`config.mk`:
```
export PLATFORM = sky130hd
export DESIGN_NAME = clk_cfg_divider
export DESIGN_NICKNAME = d
export VERILOG_FILES = /design/src/rtl/clk_cfg_pkg.sv /design/src/rtl/clk_cfg_ctrl.sv /design/src/rtl/clk_cfg_datapath.sv /design/src/rtl/clk_cfg_divider.sv
export SDC_FILE = /design/constraint.sdc
export NUM_CORES = 1
export LEC_CHECK = 0
export BUFFER_PORTS_ARGS = -buffer_cell sky130_fd_sc_hd__buf_2
export CAP_MARGIN = 40
export CORE_UTILIZATION = 43
export CTS_CLUSTER_DIAMETER = 40
export DETAILED_ROUTE_END_ITERATION = 8
export PLACE_DENSITY = 0.78
export SYNTH_ARGS = -nofsm -noshare
export SYNTH_HDL_FRONTEND = slang
export SYNTH_SLANG_ARGS = --single-unit
export TNS_END_PERCENT = 20
```
`constraint.sdc`:
```
create_clock -name clk -period 3 [get_ports clk]
set_input_delay 0.3 -clock clk [delete_from_list [all_inputs] [get_ports clk]]
set_output_delay 0.3 -clock clk [all_outputs]
set_load 0.02 [all_outputs]
```
`src/rtl/clk_cfg_pkg.sv`:
```
package clk_cfg_pkg;
  localparam int CODE_W   = 4;
  localparam int DIV_W    = CODE_W + 1;
  localparam int CODE_LSB = 23;
  localparam int USE_BIT  = 22;
  localparam int PWD_BIT  = 13;
  localparam int OEN_BIT  = 12;
  localparam logic [CODE_W-1:0] MIN_PLL_CODE = 4'd7;
  localparam logic [CODE_W-1:0] RST_CODE     = 4'hF;

  typedef struct packed {
    logic             divActive;
    logic [DIV_W-1:0] ratio;
    logic             reload;
  } div_strobe_t;
endpackage

```
`src/rtl/clk_cfg_ctrl.sv`:
```
module clk_cfg_ctrl
  import clk_cfg_pkg::*;
(
  input  logic        clk,
  input  logic        rstN,
  input  logic        srcBypass,
  input  logic        cfgWe,
  input  logic [31:0] cfgWdata,
  output logic [31:0] cfgRdata,
  output logic        pllRunning,
  output div_strobe_t strobe
);
  localparam int CODE_MSB = CODE_LSB + CODE_W - 1;

  logic [CODE_W-1:0] codeReg;
  logic              useDivReg;
  logic              pwrDnReg;
  logic              oenReg;
  logic [DIV_W-1:0]  ratioReg;
  logic [CODE_W-1:0] codeEff;
  logic [DIV_W-1:0]  ratioNow;
  logic              divActive;

  always_ff @(posedge clk) begin
    if (!rstN) begin
      codeReg   <= RST_CODE;
      useDivReg <= 1'b0;
      pwrDnReg  <= 1'b1;
      oenReg    <= 1'b1;
    end else if (cfgWe) begin
      codeReg   <= cfgWdata[CODE_MSB:CODE_LSB];
      useDivReg <= cfgWdata[USE_BIT];
      pwrDnReg  <= cfgWdata[PWD_BIT];
      oenReg    <= cfgWdata[OEN_BIT];
    end
  end

  // Clamp applies on the way out only; the stored code stays as written.
  always_comb begin
    codeEff = codeReg;
    if (!srcBypass && codeReg < MIN_PLL_CODE) codeEff = MIN_PLL_CODE;
  end

  assign divActive = useDivReg | ~srcBypass;

  always_comb begin
    if (srcBypass && codeReg == '0) ratioNow = DIV_W'(2);
    else                            ratioNow = {1'b0, codeEff} + 1'b1;
  end

  always_comb begin
    cfgRdata                   = '0;
    cfgRdata[CODE_MSB:CODE_LSB] = codeEff;
    cfgRdata[USE_BIT]          = useDivReg;
    cfgRdata[PWD_BIT]          = pwrDnReg;
    cfgRdata[OEN_BIT]          = oenReg;
  end

  always_ff @(posedge clk) begin
    if (!rstN) ratioReg <= {1'b0, RST_CODE} + 1'b1;
    else       ratioReg <= divActive ? ratioNow : DIV_W'(1);
  end

  assign pllRunning = ~pwrDnReg & ~oenReg;

  always_comb begin
    strobe.divActive = divActive;
    strobe.ratio     = ratioNow;
    strobe.reload    = (divActive ? ratioNow : DIV_W'(1)) != ratioReg;
  end

  // readback never shows a code under the floor with the PLL source
  assert_rd_clamp_R4: assert property (@(posedge clk) disable iff (!rstN)
    !srcBypass |-> cfgRdata[CODE_MSB:CODE_LSB] >= MIN_PLL_CODE);
endmodule

```
`src/rtl/clk_cfg_datapath.sv`:
```
module clk_cfg_datapath
  import clk_cfg_pkg::*;
(
  input  logic        clk,
  input  logic        rstN,
  input  div_strobe_t strobe,
  output logic        sysClkEn
);
  logic [DIV_W-1:0] cnt;
  logic             atEnd;

  assign atEnd = (cnt == strobe.ratio - 1'b1);

  always_ff @(posedge clk) begin
    if (!rstN)                                cnt <= '0;
    else if (strobe.reload || !strobe.divActive) cnt <= '0;
    else if (atEnd)                           cnt <= '0;
    else                                      cnt <= cnt + 1'b1;
  end

  assign sysClkEn = !strobe.divActive || (atEnd && !strobe.reload);

  // counter stays within the current ratio
  assert_cnt_range_R9: assert property (@(posedge clk) disable iff (!rstN)
    (strobe.divActive && !strobe.reload) |-> cnt < strobe.ratio);

  // an active-divider pulse lasts a single cycle
  assert_pulse_gap_R9: assert property (@(posedge clk) disable iff (!rstN)
    (strobe.divActive && sysClkEn && !strobe.reload) |=> (!sysClkEn || !strobe.divActive));
endmodule

```
`src/rtl/clk_cfg_divider.sv`:
```
module clk_cfg_divider
  import clk_cfg_pkg::*;
(
  input  logic        clk,
  input  logic        rstN,
  input  logic        srcBypass,
  input  logic        cfgWe,
  input  logic [31:0] cfgWdata,
  output logic [31:0] cfgRdata,
  output logic        sysClkEn,
  output logic        pllRunning,
  output logic [4:0]  effDivisor
);
  div_strobe_t strobe;

  clk_cfg_ctrl i_ctrl (
    .clk(clk), .rstN(rstN), .srcBypass(srcBypass), .cfgWe(cfgWe),
    .cfgWdata(cfgWdata), .cfgRdata(cfgRdata), .pllRunning(pllRunning),
    .strobe(strobe)
  );

  clk_cfg_datapath i_dp (
    .clk(clk), .rstN(rstN), .strobe(strobe), .sysClkEn(sysClkEn)
  );

  assign effDivisor = strobe.divActive ? strobe.ratio : 5'd1;

  // PLL-derived ratio never below /8
  assert_min_div_R3: assert property (@(posedge clk) disable iff (!rstN)
    !srcBypass |-> effDivisor >= 5'd8);

  // running flag only with both control bits clear in the readback
  assert_pll_run_R8: assert property (@(posedge clk) disable iff (!rstN)
    pllRunning |-> (!cfgRdata[PWD_BIT] && !cfgRdata[OEN_BIT]));
endmodule

```
==> metrics.md <==
| Metric | Value |
|---|---|
| Outcome | `complete, no violations` |
| Seq/Total Area, Yosys | `26.80%` |
| WL per Instance | `11.96 microns` |
| CP max FO | `6` |
| Num rows | `19` |
| Startpoint class of the critical path | `flip-flop` |
| CTS tree | `built` |
| Final Critical Period | `2.907 ns` |
| DP Area | `roughly 0.0013 sq mm` |
| Synth cell types | `44` |
| Setup CP Type | `reg2out` |
| Peak VDD IR | `0.2238 mV` |
| Synthesized area | `0.001270 sq mm` |
| Crit-path slowest cell | `dfxtp_2` |
| Antenna violations before repair | `0` |
| Number of inserted diodes | `0` |
| DR top layer | `met4` |
| Synth Area in Compound Gates | `between 10% and 20%` |
| Number of vias per cell | `5.078` |
| Routed wl met3 | `93 microns` |
| Sink Count | `17` |
| Post-Synth Simple-Gate Area | `20.20%` |
| Post-synthesis mux area share | `about 4.7%` |
| Synth Area in XOR/XNOR | `6.897%` |
| Worst path max stage delay | `0.36 ns` |
| Relative slew slack | `between 50% and 60%` |
| First-pass DRT Iterations | `4` |
| Asr flop ratio synth | `0%` |
| Starting Density | `a little under half` |
| CTS max path bufs | `2` |
| Cts bufs inserted | `3` |
| Crit path capture type | `output pin` |
| PortBufs | `24` |
| M1 WL | `1124 microns` |
| Total grt overflow | `0` |
| Worst skew pair latency | `0.30 ns` |
| Layout Skew | `0.008196 ns` |
| Tcrit/Tclk final | `96.89%` |
| Worst slew pin tran | `0.6026 ns` |
| Post-route ant nets | `0` |
| Top_reg_cell synth | `dfxtp_1` |
| Warnings, synthesis | `0` |
| Final hold slack | `0.2075 ns` |
| Slew Limit Fails | `0` |
| Required time of the critical path | `2.70 ns` |
| DRC Markers | `0` |
| Core area | `0.002781 sq mm` |
| Adder-cell share of the synthesized area | `between 2 and 3%` |
| Synth top area cells | `dfxtp_1 27%, buf_4 17%, xnor2_1 4.8%, mux2i_1 4.7%, a211oi_1 3.0%` |
| Layout area overhead | `8.966%` |
| Clock Tree Root | `clkbuf_4` |
| Avg Cell Area, Syn | `8.410 sq um` |
| Leak pwr | `0.0006054 uW` |
| CP bufs+invs | `1` |
| Pwr Density | `429.0 mW/mm^2` |
| Yosys reg bits | `17` |
| Leading area contributor after synthesis | `dfxtp_1` |
| Wire length on met2 | `approximately 1200 microns` |
| Max cap viols | `0` |
| IO Pins | `75` |
| Final Setup Violations | `0` |
| Die area | `approximately 0.0032 sq mm` |
| Largest net degree at the start of global routing | `11` |
| Hold Crit Class | `in2reg` |
| Vias in the first global route | `857` |
| Post-synth top area share | `26.80%` |
| Layout cell share with drive strength beyond 1 | `between 20 and 30%` |
| Top cells by count, synth | `29 x buf_4, 17 x dfxtp_1, 9 x nand2_1, 8 x nor2_1, 7 x xnor2_1` |
| Filler Cells Inserted | `281` |
| EDFF count, synth | `0` |
| Via count | `approximately 1.0k` |
| Largest family of logic cells by synthesized area | `buffers and inverters` |
| Cell family with most CP delay | `compound AO/OA/AOI/OAI gates` |
| Post-route cell area | `0.001384 sq mm` |
| Fin nets | `214` |
| Chip Height | `56.35 microns` |
| Worst-path clk slew | `between 0.1 and 0.15 ns` |
| Die Wd | `56.35 microns` |
| H-tree levels | `1` |
| Initial drt markers | `22` |
| Most common cell in the netlist | `buf_4` |
| First-pass GRT wire length | `approximately 3800 microns` |
| GP Congestion | `0.8410` |
| Crit path cell chain | `nor2_4 -> or2_2 -> ha_4 -> or2_1 -> o21ai_4 -> o21bai_1 -> o211a_1 -> o31ai_2 -> a31o_2 -> buf_4` |
| Routed Wire Length | `between 2000 and 2500 microns` |
| Max Freq | `344.0 MHz` |
| Placed wire-length estimate | `roughly 1800 microns` |
| Cells after synthesis | `between 150 and 200` |
| WP data arrival | `2.61 ns` |
| GRT Total Usage | `15.08%` |
| Final Hold Viols | `0` |
-- cells by family after synthesis --
group / count (synthesis)
adders and majority gates: 3
xor gates and xnor gates: 10
muxes: 6
buffers and inverters: 40
other: 1
DFF: 17
and+or+nand+nor: 47
AOI/OAI and AO/OA: 27
-- timing repair --
item | in CTS | in global routing
hold buffers | 0 | 0
hold endpoints to repair | 0 | 0
cloned | 0 | 0
resized for setup | 4 | 9
setup endpoints to repair | 1 | 1
pin swaps | 3 | 4
buffers inserted | 1 | 0
-- worst register-to-register path, stage by stage, from the launching register on --
cell       delay (ns)
dfxtp_2          0.36
nor2_4           0.05
or2_2            0.32
ha_4             0.19
and3_4           0.19
or4_4            0.51
a2111oi_4        0.43
nand2_2          0.14
a211oi_1         0.23
-- path summary, 6_finish.rpt --
path	start	end	slack [ns]	cells after the start
max	i_ctrl.codeReg[3]	sysClkEn	0.09	10
max reg2reg	i_ctrl.codeReg[3]	i_dp.cnt[0]	0.48	8
min reg2reg	i_ctrl.oenReg	i_ctrl.oenReg	0.51	2
min	cfgWdata[23]	i_ctrl.codeReg[0]	0.21	3
-- cells in the final DEF (no fill, tap or decap), drive strengths merged, types with 3 or more instances in the layout --
master and n:
nor2 8, nand3 6, inv 6, conb 25, clkbuf 4, xnor2 7
ha 3, a211oi 5, mux2i 6, nand2 10, dfxtp 17, or2 5
o21ai 6, nand2b 3, and3 4, buf 29, a21oi 3, xor2 3
o211ai 4
-- layout make-up --
type	count	area, sq um	share of cell area, %
multi-input cells	118	793.3	57.32
clock buffers	4	26.28	1.899
flip-flops and latches	17	342.8	24.77
well taps	31	38.79	2.803
repair buffers	29	160.2	11.57
inverters	6	22.52	1.627
-- metrics by stage --
| step | worst slack (ns) | power [uW] | util (%) | instances | setup TNS (ns) |
|---|---|---|---|---|---|
| global route | -0.0001088 | 621.9 | 49.75 | 205 | -0.0001088 |
| finish | 0.09319 | 593.7 | 49.75 | 205 | 0 |
| detailed placement | 0.1107 | 450.9 | 46.83 | 200 | 0 |
| CTS | 0.007679 | 584.3 | 48.45 | 205 | 0 |
| global placement | 0.1216 | 448.1 | 46.83 | 200 | 0 |
| floorplan | 0.1850 | 433.1 | - | 175 | 0 |
-- where the power goes --
group / switching (uW) / total (uW) / internal, uW
Combinational: 134 / 214 / 80.4
Clock: 79.4 / 131 / 51.8
Sequential: 11.0 / 248 / 237
-- flip-flops by register name (all words and copies together) (netlist names) --
| register | flops |
|---|---|
| i_dp.cnt | 5 |
| i_ctrl.codeReg | 4 |
| i_ctrl.oenReg | 1 |
| i_ctrl.ratioReg | 5 |
| i_ctrl.useDivReg | 1 |
| i_ctrl.pwrDnReg | 1 |
-- metal layers --
layer  GRT usage, %  vias up
met5              0        -
met4          7.317        0
met3          1.613        5
met2          24.32       33
met1          20.03      487
li1               -      516
Power figures use the tool's default switching activity.
